`config.mk`:
```
export PLATFORM = sky130hd
export DESIGN_NAME = clkdiv_dual
export DESIGN_NICKNAME = d
export VERILOG_FILES = /design/src/rtl/clkdiv_pkg.sv /design/src/rtl/clkdiv_ref_sel.sv /design/src/rtl/clkdiv_bank.sv /design/src/rtl/clkdiv_fanout.sv /design/src/rtl/clkdiv_dual.sv
export SDC_FILE = /design/constraint.sdc
export NUM_CORES = 1
export LEC_CHECK = 0
export ABC_AREA = 1
export BUFFER_PORTS_ARGS = -buffer_cell sky130_fd_sc_hd__buf_4
export CELL_PAD_IN_SITES_DETAIL_PLACEMENT = 1
export CELL_PAD_IN_SITES_GLOBAL_PLACEMENT = 1
export CORE_ASPECT_RATIO = 0.8
export CORE_UTILIZATION = 41
export DETAILED_ROUTE_END_ITERATION = 16
export HOLD_SLACK_MARGIN = 0.05
export PLACE_DENSITY_LB_ADDON = 0.25
export SETUP_SLACK_MARGIN = 0.02
export SLEW_MARGIN = 20
export SYNTH_ARGS = -nofsm -noshare
export SYNTH_HDL_FRONTEND = slang
export SYNTH_SLANG_ARGS = --single-unit
```
`constraint.sdc`:
```
create_clock -name clk_i -period 2 [get_ports clk_i]
set_clock_uncertainty 0.05 [all_clocks]
set_input_delay 0.6 -clock clk_i [delete_from_list [all_inputs] [get_ports clk_i]]
set_output_delay 0.6 -clock clk_i [all_outputs]
set_load 0.1 [all_outputs]
```
`src/rtl/clkdiv_pkg.sv`:
```
package clkdiv_pkg;
  localparam int unsigned CFG_W = 6;
  localparam int unsigned LEN_W = CFG_W;  // phase length in source cycles

  typedef logic [CFG_W-1:0] code_t;

  typedef struct packed {
    logic [LEN_W-1:0] hi_len;
    logic [LEN_W-1:0] lo_len;
    logic             odd;
    logic             err;
  } phase_t;

  // odd ratio: high phase one cycle longer on the posedge grid, trimmed by the negedge copy
  function automatic phase_t decode_code(code_t c, int unsigned min_code,
                                         int unsigned odd_code);
    phase_t      p;
    int unsigned cv;
    cv = 32'(c);
    p  = '0;
    if (cv == odd_code) begin
      p.hi_len = LEN_W'(odd_code + 1);
      p.lo_len = LEN_W'(odd_code);
      p.odd    = 1'b1;
    end else if (cv < min_code) begin
      p.hi_len = LEN_W'(min_code);
      p.lo_len = LEN_W'(min_code);
      p.err    = 1'b1;
    end else begin
      p.hi_len = c;
      p.lo_len = c;
    end
    return p;
  endfunction
endpackage

```
`src/rtl/clkdiv_ref_sel.sv`:
```
module clkdiv_ref_sel (
  input  logic       ref_a_i,
  input  logic       ref_b_i,
  input  logic       xtal_i,
  input  logic       ref_pick_i,
  input  logic       xtal_pick_i,
  input  logic       ref2_en_i,
  output logic       ref_sel_o,
  output logic [1:0] ref_copy_o
);
  logic ext_ref;

  assign ext_ref       = ref_pick_i ? ref_b_i : ref_a_i;
  assign ref_sel_o     = xtal_pick_i ? xtal_i : ext_ref;
  assign ref_copy_o[0] = ref_sel_o;
  assign ref_copy_o[1] = ref2_en_i & ref_sel_o;
endmodule

```
`src/rtl/clkdiv_bank.sv`:
```
module clkdiv_bank
  import clkdiv_pkg::*;
#(
  parameter int unsigned MIN_CODE = 4,
  parameter int unsigned ODD_CODE = 7
) (
  input  logic  clk_i,
  input  logic  rst_ni,
  input  code_t cfg_i,
  output logic  div_o,
  output logic  err_o
);
  localparam phase_t RST_PHASE = decode_code('1, MIN_CODE, ODD_CODE);

  phase_t           dec;
  phase_t           act_q;
  logic             init_q;
  logic [LEN_W-1:0] rem_q;
  logic             out_p_q;
  logic             out_n_q;

  assign dec   = decode_code(cfg_i, MIN_CODE, ODD_CODE);
  assign err_o = dec.err;

  always_ff @(posedge clk_i or negedge rst_ni) begin
    if (!rst_ni) begin
      init_q  <= 1'b1;
      act_q   <= RST_PHASE;
      rem_q   <= '0;
      out_p_q <= 1'b0;
    end else if (init_q) begin
      init_q <= 1'b0;
      act_q  <= dec;
      rem_q  <= dec.lo_len - LEN_W'(1);
    end else if (rem_q == LEN_W'(1)) begin
      out_p_q <= ~out_p_q;
      if (!out_p_q) begin
        // rising edge: the only point where a new code is taken up
        act_q <= dec;
        rem_q <= dec.hi_len;
      end else begin
        rem_q <= act_q.lo_len;
      end
    end else begin
      rem_q <= rem_q - LEN_W'(1);
    end
  end

  always_ff @(negedge clk_i or negedge rst_ni) begin
    if (!rst_ni) out_n_q <= 1'b0;
    else         out_n_q <= out_p_q;
  end

  assign div_o = act_q.odd ? (out_p_q & out_n_q) : out_p_q;

  // active ratio moves only at an output rise or at start-up
  a_r5_ratio_hold: assert property (@(posedge clk_i) disable iff (!rst_ni)
    !$stable(act_q) |-> ($rose(out_p_q) || $past(init_q)));

  // the phase register toggles only when the phase counter expires
  a_r1_toggle_on_expiry: assert property (@(posedge clk_i) disable iff (!rst_ni)
    !$stable(out_p_q) |-> ($past(rem_q) == LEN_W'(1)));

  // remaining count never exceeds the longest active phase
  a_r1_rem_bound: assert property (@(posedge clk_i) disable iff (!rst_ni)
    rem_q <= act_q.hi_len);

  // no output activity before the start-up load
  a_r6_init_low: assert property (@(posedge clk_i) disable iff (!rst_ni)
    init_q |-> !div_o);
endmodule

```
`src/rtl/clkdiv_fanout.sv`:
```
module clkdiv_fanout #(
  parameter int unsigned COPIES = 4
) (
  input  logic              rst_ni,
  input  logic              bypass_i,
  input  logic              ref_i,
  input  logic              div_i,
  output logic [COPIES-1:0] q_o
);
  logic drive;

  assign drive = rst_ni & (bypass_i ? ref_i : div_i);

  for (genvar g = 0; g < COPIES; g++) begin : g_copy
    assign q_o[g] = drive;
  end
endmodule

```
`src/rtl/clkdiv_dual.sv`:
```
module clkdiv_dual
  import clkdiv_pkg::*;
#(
  parameter int unsigned COPIES   = 4,
  parameter int unsigned MIN_CODE = 4,
  parameter int unsigned ODD_CODE = 7
) (
  input  logic              clk_i,
  input  logic              rst_ni,
  input  logic              ref_a_i,
  input  logic              ref_b_i,
  input  logic              xtal_i,
  input  logic              ref_pick_i,
  input  logic              xtal_pick_i,
  input  logic              bypass_i,
  input  logic              ref2_en_i,
  input  logic [0:CFG_W-1]  cfg_a_i,
  input  logic [0:CFG_W-1]  cfg_b_i,
  output logic [COPIES-1:0] bank_a_o,
  output logic [COPIES-1:0] bank_b_o,
  output logic [1:0]        ref_copy_o,
  output logic              cfg_err_a_o,
  output logic              cfg_err_b_o
);
  code_t code_a;
  code_t code_b;
  logic  ref_sel;
  logic  div_a;
  logic  div_b;

  // index 0 of the port is the MSB, so a plain packed copy keeps the value
  assign code_a = cfg_a_i;
  assign code_b = cfg_b_i;

  clkdiv_ref_sel u_ref_sel (
    .ref_a_i    (ref_a_i),
    .ref_b_i    (ref_b_i),
    .xtal_i     (xtal_i),
    .ref_pick_i (ref_pick_i),
    .xtal_pick_i(xtal_pick_i),
    .ref2_en_i  (ref2_en_i),
    .ref_sel_o  (ref_sel),
    .ref_copy_o (ref_copy_o)
  );

  clkdiv_bank #(.MIN_CODE(MIN_CODE), .ODD_CODE(ODD_CODE)) u_bank_a (
    .clk_i (clk_i),
    .rst_ni(rst_ni),
    .cfg_i (code_a),
    .div_o (div_a),
    .err_o (cfg_err_a_o)
  );

  clkdiv_bank #(.MIN_CODE(MIN_CODE), .ODD_CODE(ODD_CODE)) u_bank_b (
    .clk_i (clk_i),
    .rst_ni(rst_ni),
    .cfg_i (code_b),
    .div_o (div_b),
    .err_o (cfg_err_b_o)
  );

  clkdiv_fanout #(.COPIES(COPIES)) u_fan_a (
    .rst_ni  (rst_ni),
    .bypass_i(bypass_i),
    .ref_i   (ref_sel),
    .div_i   (div_a),
    .q_o     (bank_a_o)
  );

  clkdiv_fanout #(.COPIES(COPIES)) u_fan_b (
    .rst_ni  (rst_ni),
    .bypass_i(bypass_i),
    .ref_i   (ref_sel),
    .div_i   (div_b),
    .q_o     (bank_b_o)
  );

  // reset wins over both the divided path and bypass
  always_comb begin
    if (!rst_ni) begin
      a_r7_reset_low: assert (bank_a_o == '0 && bank_b_o == '0);
    end
  end

  // second reference copy is off when not enabled
  always_comb begin
    if (ref2_en_i == 1'b0) begin
      a_r9_ref2_off: assert (ref_copy_o[1] == 1'b0);
    end
  end
endmodule

```
### Word-level counts from Yosys, hierarchy flattened

Index checks and enable logic that the tools add are counted.

* output and inout port bits: 12
* word-level logic and storage cells: 65
* input port bits: 21
* register bits after elaboration: 31

* muxes and demuxes: 28
* equal/unequal tests: 6
* $add $sub $neg: 4
* reduce and logical (&&, ||, !) cells: 6
* bitwise gates (word level): 8
* order comparisons: 2

Operators with widths (number)
* two-way mux 12 bit: 4
* two-way mux 8 bit: 6
* two-way mux 6 bit: 6
* subtractor 6 x 1 -> 6 bit, second input constant: 4
* == test 6 x 1 -> 1 bit, second input constant: 2
* == test 6 x 3 -> 1 bit, second input constant: 2
* less-than comparator 6 x 3 -> 1 bit, second input constant: 2
* two-way mux 1 bit: 12
* AND reduction 2 bit: 4
* bitwise AND 1 bit: 5
* nonzero test 2 bit: 2
* NOT 1 bit: 3
* != test 2 x 1 -> 1 bit, second input constant: 1
* != test 2 bit, second input constant: 1

### Depth between registers and ports, before layout

Gate-level depths: netlist (run 1).

* depth after elaboration: 6
* depth in mapped cells: 10
* gate-level depth less buffers: 10

### Hierarchy

From an unflattened synthesis (run 1), not the netlist that was laid out.

* cell total of the unflattened synthesis: 299
* area total of the unflattened synthesis: 2170.8 sq um

By module, submodules not included
* clkdiv_bank: cells an instance 135, seq. area each 409.1 sq um, times used 2, area an instance 1009.7 sq um
* clkdiv_fanout: cells an instance 9, seq. area each 0.0 sq um, times used 2, area an instance 51.3 sq um
* clkdiv_ref_sel: cells an instance 11, seq. area each 0.0 sq um, times used 1, area an instance 48.8 sq um

==> impl_results.md, run 1 <==
* Top cell type's share of synthesized area at 0.184
* Cell area after synthesis at 0.00217 sq mm
* Hold buffers post-CTS at 0
* CTS Sinks at 31
* Max Slew Vio Count at 0
* Avg Cell Area, Syn at 7.03 sq um
* Failing checks: setup timing
* PwrDens at 889 mW/mm^2
* Root buffer cell: clkbuf_8
* Via Count at 2014
* Area leader, netlist: dfrtp_1
* Sequential share of the synthesized area at 0.365
* Rel. slew slack at 0.639
* Layout cells sized above 1 at 0.297
* Synthesis warning total at 0
* DRC viols at 0
* H-tree depth at 2
* Clk pin slew, worst setup/hold paths at 0.07 ns
* Final Setup Violations at 9
* DIE HEIGHT at 67.1 um
* Overall power consumption at 2.48 mW
* First-pass DRT Iterations at 4
* Final Hold Fails at 0
* Gr usage total at 0.232
* Crit path max fanout at 3
* Die Wd at 83.4 um
* Post-Synthesis Cells at 309
* WL/cell at 14.2 um
* Number of global-route vias before repair at 2106
* Port buffer count at 32
* Synth top area cells: dfrtp_1 18%, dfstp_2 16%, nand2_1 15%
* Number of vias per cell at 4.92
* Worst EP required at 1.35 ns
* Post-Layout Inst Area at 0.00279 sq mm
* Final WS setup at -0.998 ns
* VDD IR max at 584 uV
* Row cnt at 23
* Netlist cell types at 32
* DR iter-0 viols at 126
* Final wirelength at 5790 um
* Hpwl dp at 4290 um
* Worst setup EP type: output port
* Run status: finished with violations
* Antenna-violating nets left at 0
* CTS tree: done
* Die area at 0.00559 sq mm
* Critical path arrival at 2.35 ns
* Post-synth net total at 336
* I/O pins at 33
* Flops & latches, synth at 31
* Final Util at 0.550
* Total grt overflow at 0
* First-pass GRT wire length at 9960 um
* Core area at 0.00506 sq mm
* Leakage at 1.45 nW
* Initial core utilization at 0.429
* Number of diodes at 0
* Slew @ Worst Pin at 0.542 ns
* Clk_lat worst skew at 0.29 ns
* Max-cap viol count at 0
* Clock buffer depth at 2
* Setup TNS at -7.70 ns
* Type of the tightest min-delay check: input pin to asynchronous set/reset pin
* Initial antenna violation count at 0
* GP Congestion at 0.769
* Largest net degree at the start of global routing at 21
* RSZ-0062 raised after global routing: yes
* Worst setup SP type: flop
* Area grow syn2layout at 28.4%
* Area after DPL at 0.00252 sq mm
* Kind of critical path: flop to output port
* CTS buffer count at 5
* Final nets at 373
-- layout make-up --
cell class              instances  area [sq um]
clock buffers                   8           100
fillers                       646          2280
inverters                      56           218
multi-input cells             205          1110
flip-flops and latches         31           792
well taps                      62          77.6
repair buffers                 47           488
-- cells by family after synthesis --
| group | Yosys count | synth area share |
|---|---|---|
| compound gates | 47 | 0.126 |
| xor+xnor | 7 | 0.0282 |
| fa+ha+maj | 6 | 0.0346 |
| buf+inv | 73 | 0.153 |
| flops | 31 | 0.365 |
| other cells | 1 | 0.00173 |
| simple gates | 144 | 0.292 |
-- timing repair --
| item | 4_1_cts | 5_1_grt |
|---|---|---|
| pin swaps | 6 | 0 |
| resized for setup | 36 | 3 |
| setup buffers | 3 | 1 |
| hold endpoints to repair | 0 | 0 |
| setup endpoints to repair | 11 | 11 |
-- power by group --
part / internal, mW / switching (mW)
Clock: 0.314 / 0.242
Combinational: 0.389 / 0.685
Sequential: 0.768 / 0.0799
-- synthesized netlist by cell type, drive strengths merged --
cell type,n
nand2,88
inv,56
nand3,23
nor2,23
o21ai,22
a21oi,20
buf,17
dfrtp,16
dfstp,13
ha,6
nand4,6
xor2,5
dfrtn,2
o211ai,2
or2,2
xnor2,2
a21o,1
and2,1
conb,1
nand2b,1
o21a,1
o21bai,1
-- routing by layer --
| layer | vias up | global-route usage | share of wire |
|---|---|---|---|
| li1 | 1023 | - | - |
| met1 | 957 | 0.308 | 0.50 |
| met2 | 25 | 0.380 | 0.47 |
| met3 | 9 | 0.0446 | 0.025 |
| met4 | 0 | 0.0776 | 0.011 |
| met5 | - | 0 | 0 |
-- state kept, by name, indices dropped and copies added (netlist names) --
| name | count |
|---|---|
| u_bank_a.act_q | 7 |
| u_bank_b.act_q | 7 |
| u_bank_a.rem_q | 6 |
| u_bank_b.rem_q | 6 |
| u_bank_a.init_q | 1 |
| u_bank_a.out_n_q | 1 |
| u_bank_a.out_p_q | 1 |
| u_bank_b.out_n_q | 1 |
| u_bank_b.out_p_q | 1 |
-- metrics by stage --
step / cells / hold slack (ns) / setup slack (ns)
4_1_cts: 409 / 0.186 / -0.945
3_5_place_dp: 398 / 0.427 / -0.719
2_1_floorplan: 309 / 0.254 / -0.649
5_1_grt: 409 / 0.192 / -1.08
3_3_place_gp: 398 / 0.419 / -0.646
6_report: 409 / 0.189 / -0.998
-- placed cells by master, fill, tap and decap left out, drive strengths merged, types with 5 or more instances in the layout --
cell type / count
o21ai: 22
a21oi: 20
inv: 54
dfrtp: 16
dfstp: 13
clkbuf: 8
nand2: 88
nor2: 23
ha: 6
nand4: 6
nand3: 23
xor2: 5
buf: 47
-- worst max-delay path, stage by stage (launching register included) --
cell      delay, ns
dfrtn_1        0.40
o211ai_1       0.12
a21oi_2        0.20
buf_6          0.16
buf_12         0.17
-- path summary, 6_finish.rpt --
check / from / to / slack (ns) / cells after the start
setup / recovery: u_bank_b.out_n_q / bank_b_o[1] / -1.0 / 4
hold / removal: rst_ni / u_bank_a.out_p_q / 0.19 / 2
setup reg to reg: u_bank_a.out_p_q / u_bank_a.out_n_q / 0.40 / 0
hold reg to reg: u_bank_b.act_q[6] / u_bank_b.act_q[6] / 0.43 / 2
max in group asynchronous: rst_ni / u_bank_b.out_n_q / 0.64 / 2
min in group clk_i: u_bank_b.act_q[6] / u_bank_b.act_q[6] / 0.43 / 2
Power figures use the tool's default switching activity.
==> run 2, diff against run 1 <==
--- a/config.mk
+++ b/config.mk
@@ -5,12 +5,12 @@
 export SDC_FILE = /design/constraint.sdc
 export NUM_CORES = 1
 export LEC_CHECK = 0
-export ABC_AREA = 1
-export BUFFER_PORTS_ARGS = -buffer_cell sky130_fd_sc_hd__buf_4
+export ABC_AREA = 0
+export BUFFER_PORTS_ARGS = -buffer_cell sky130_fd_sc_hd__buf_2
 export CELL_PAD_IN_SITES_DETAIL_PLACEMENT = 1
 export CELL_PAD_IN_SITES_GLOBAL_PLACEMENT = 1
 export CORE_ASPECT_RATIO = 0.8
-export CORE_UTILIZATION = 41
+export CORE_UTILIZATION = 43
 export DETAILED_ROUTE_END_ITERATION = 16
 export HOLD_SLACK_MARGIN = 0.05
 export PLACE_DENSITY_LB_ADDON = 0.25
==> run 2 against run 1 <==
Effect of this change: the flow still finishes with violations (setup timing); non-clock buffer count increased by 22; critical path depth is 1 higher; wire length rose by 29%; flip-flop and latch count unchanged; first-iteration DRC count is 42% higher; utilization up 13 points; sequential share of layout area is 1.1 points lower; combinational power decreased by 5%; via count is 6.5% lower; setup slack worse by 0.21 ns; sequential power shrank 0.9%; critical path type unchanged; critical endpoint is now bank_b_o[2]; largest cell class unchanged.
==> impl_results.md, run 2 <==
* Run status: finished with violations (unchanged)
* Failing checks: setup timing (unchanged)
* Critical Path Stages at 5 (was 4)
* Worst EP required at 1.35 ns (about the same)
* Critical path arrival at 2.56 ns (was 2.35 ns)
* Met2 usage at 0.480 (was 0.380)
* Commonest non-fill, non-tap cell in the layout: buf_4 (was nand2_1)
* Max-cap viol count at 0 (unchanged)
* GP Congestion at 0.862 (was 0.769)
* Top Usage Layer GRT: met2 (unchanged)
* DR iter-0 viols at 179 (was 126)
* Overall power consumption at 2.35 mW (was 2.48 mW)
* Total grt overflow at 0 (unchanged)
* Core area at 0.00428 sq mm (was 0.00506 sq mm)
* RSZ-0062 raised after global routing: yes (unchanged)
* Post-Layout Inst Area at 0.00290 sq mm (was 0.00279 sq mm)
* First-pass GRT wire length at 10600 um (was 9960 um)
* DIE HEIGHT at 62.5 um (was 67.1 um)
* H-tree depth at 2 (unchanged)
* Final Hold Fails at 0 (unchanged)
* Top Registers: u_bank_a.act_q (7), u_bank_b.act_q (7) (unchanged)
* Avg Cell Area, Syn at 9.87 sq um (was 7.03 sq um)
* Worst setup EP type: output port (unchanged)
* Clk pin slew, worst setup/hold paths at 0.07 ns (about the same)
* Post-synth net total at 226 (was 336)
* Met1 usage at 0.395 (was 0.308)
* Leakage at 1.25 nW (was 1.45 nW)
* Commonest non-fill, non-tap cells in the layout: 37 x buf_4, 16 x dfrtp_1, 14 x buf_2 (was 82 x nand2_1, 52 x inv_1, 32 x buf_4)
* Top cell type's share of synthesized area at 0.204 (was 0.184)
* Initial core utilization at 0.459 (was 0.429)
* R2R depth at 5 (was 0)
* Initial antenna violation count at 0 (unchanged)
* Cell area after synthesis at 0.00196 sq mm (was 0.00217 sq mm)
* Largest net degree at the start of global routing at 26 (was 21)
* Number of vias per cell at 5.92 (was 4.92)
* Critical Path Slowest Stage Cell: dfrtn_1 (unchanged)
* Top Family by Delay on Critical Path: compound AO/OA/AOI/OAI gates (was flip-flops)
* Die area at 0.00484 sq mm (was 0.00559 sq mm)
* CTS Sinks at 31 (unchanged)
* Buf/Inv on CP at 3 (was 2)
* Area leader, netlist: dfrtp_1 (unchanged)
* Final nets at 287 (was 373)
* Via Count at 1884 (was 2014)
* Layout cells sized above 1 at 0.475 (was 0.297)
* Post-Layout Cell Count at 318 (was 409)
* Sequential share of the synthesized area at 0.403 (was 0.365)
* Final Util at 0.678 (was 0.550)
* Number of diodes at 0 (unchanged)
* Flops & latches, synth at 31 (unchanged)
* Synthesis warning total at 0 (unchanged)
* Inst Count DP at 303 (was 398)
* Hold buffers post-CTS at 0 (unchanged)
* Row cnt at 21 (was 23)
* Area grow syn2layout at 47.8% (was 28.4%)
* R2R Setup Slk at 0.07 ns (was 0.40 ns)
* Number of global-route vias before repair at 1983 (was 2106)
* DRC viols at 0 (unchanged)
* Kind of critical path: flop to output port (unchanged)
* Max Slew Vio Count at 0 (unchanged)
* Synth top area cells: dfrtp_1 20%, dfstp_2 17%, ha_1 3.8% (was dfrtp_1 18%, dfstp_2 16%, nand2_1 15%)
* WL/cell at 23.5 um (was 14.2 um)
* Rel. slew slack at 0.617 (was 0.639)
* Clk_lat worst skew at 0.30 ns (was 0.29 ns)
* Worst setup SP type: flop (unchanged)
* Gr usage total at 0.297 (was 0.232)
* Type of the tightest min-delay check: input pin to asynchronous set/reset pin (unchanged)
* Crit path max fanout at 2 (was 3)
* Ys async rst share at 1.00 (unchanged)
* Clock buffer depth at 2 (unchanged)
* CP peak stage delay at 0.40 ns (about the same)
* Synth Flop Type: dfrtp_1 (unchanged)
* Antenna-violating nets left at 0 (unchanged)
* First-pass DRT Iterations at 4 (unchanged)
* Hpwl dp at 4680 um (was 4290 um)
* Port buffer count at 32 (unchanged)
* Top cells by count, synth: 16 x dfrtp_1, 13 x dfstp_2, 13 x inv_1, 13 x nand2_1, 10 x o21ai_0 (was 85 x nand2_1, 56 x inv_1, 23 x nand3_1, 21 x nor2_1, 20 x a21oi_1)
* Root buffer cell: clkbuf_8 (unchanged)
* M3 GR Usage at 0.0628 (was 0.0446)
* VDD IR max at 573 uV (was 584 uV)
* Post-Synthesis Cells at 199 (was 309)
* Area after DPL at 0.00265 sq mm (was 0.00252 sq mm)
* CTS buffer count at 5 (unchanged)
* Netlist cell types at 50 (was 32)
* Die Wd at 77.6 um (was 83.4 um)
* Most common cell in the synthesized netlist: dfrtp_1 (was nand2_1)
* CTS tree: done (unchanged)
* Final Setup Violations at 10 (was 9)
* I/O pins at 33 (unchanged)
* EDFF count, synth at 0 (unchanged)
* Final wirelength at 7470 um (was 5790 um)
* Crit-path cells: inv_1 -> a211o_1 -> a21boi_4 -> buf_4 -> buf_12 (was o211ai_1 -> a21oi_2 -> buf_6 -> buf_12)
* PwrDens at 811 mW/mm^2 (was 889 mW/mm^2)
* Slew @ Worst Pin at 0.567 ns (was 0.542 ns)
* Hold Worst Slack at 0.245 ns (was 0.189 ns)
* Final WS setup at -1.21 ns (was -0.998 ns)
run 2: where the power goes:
| group | total, mW | switching [mW] | internal (mW) |
|---|---|---|---|
| Clock | 0.491 | 0.244 | 0.247 |
| Sequential | 0.840 | 0.0884 | 0.752 |
| Combinational | 1.02 | 0.610 | 0.414 |
| Total | 2.35 | 0.942 | 1.41 |
run 2: per-layer routing:
metal	share of wire	wire (um)
met1	0.42	3140
met2	0.50	3740
met3	0.061	457
met4	0.018	135
met5	0	0
run 2: worst reg2reg max path, stage by stage (launching register included):
cell and delay (ns):
dfrtp_1 0.37, inv_1 0.09, ha_1 0.19, or3b_4 0.43, o31a_4 0.38, mux2_4 0.32
run 2: path summary, 6_finish.rpt:
kind                                          end              start
worst max-delay path                  bank_b_o[2]   u_bank_b.out_n_q
worst min-delay path            u_bank_a.act_q[1]             rst_ni
worst max register to register  u_bank_b.act_q[1]  u_bank_b.rem_q[1]
worst min register to register  u_bank_b.act_q[4]  u_bank_b.act_q[4]
max in group asynchronous        u_bank_b.out_n_q             rst_ni
min in group clk_i              u_bank_b.act_q[4]  u_bank_b.act_q[4]
run 2: timing repair:
item | in CTS | in global routing
setup endpoints to repair | 14 | 32
buffers inserted | 7 | 0
pin swaps | 4 | 5
gates resized for setup | 14 | 18
run 2: cell families after synthesis:
kind of cell,count (synthesis),synth area share
xor+xnor,10,0.0446
other cells,1,0.00191
fa+ha+maj,6,0.0382
buf+inv,28,0.0745
simple gates,59,0.167
flops,31,0.403
mux,12,0.0752
compound gates,52,0.196
run 2: layout make-up:
type,count,area (sq um)
clock buffer,8,80.1
fill,448,1380
inverter,13,48.8
multi-input combinational,140,1220
sequential,31,792
tap,57,71.3
timing repair buffer,69,688
run 2: per-stage QoR:
step / setup TNS (ns) / worst slack, ns
global placement: -6.67 / -0.862
detailed placement: -7.50 / -0.933
floorplan: -13.28 / -0.817
CTS: -9.25 / -1.13
global route: -10.28 / -1.24
finish: -9.99 / -1.21
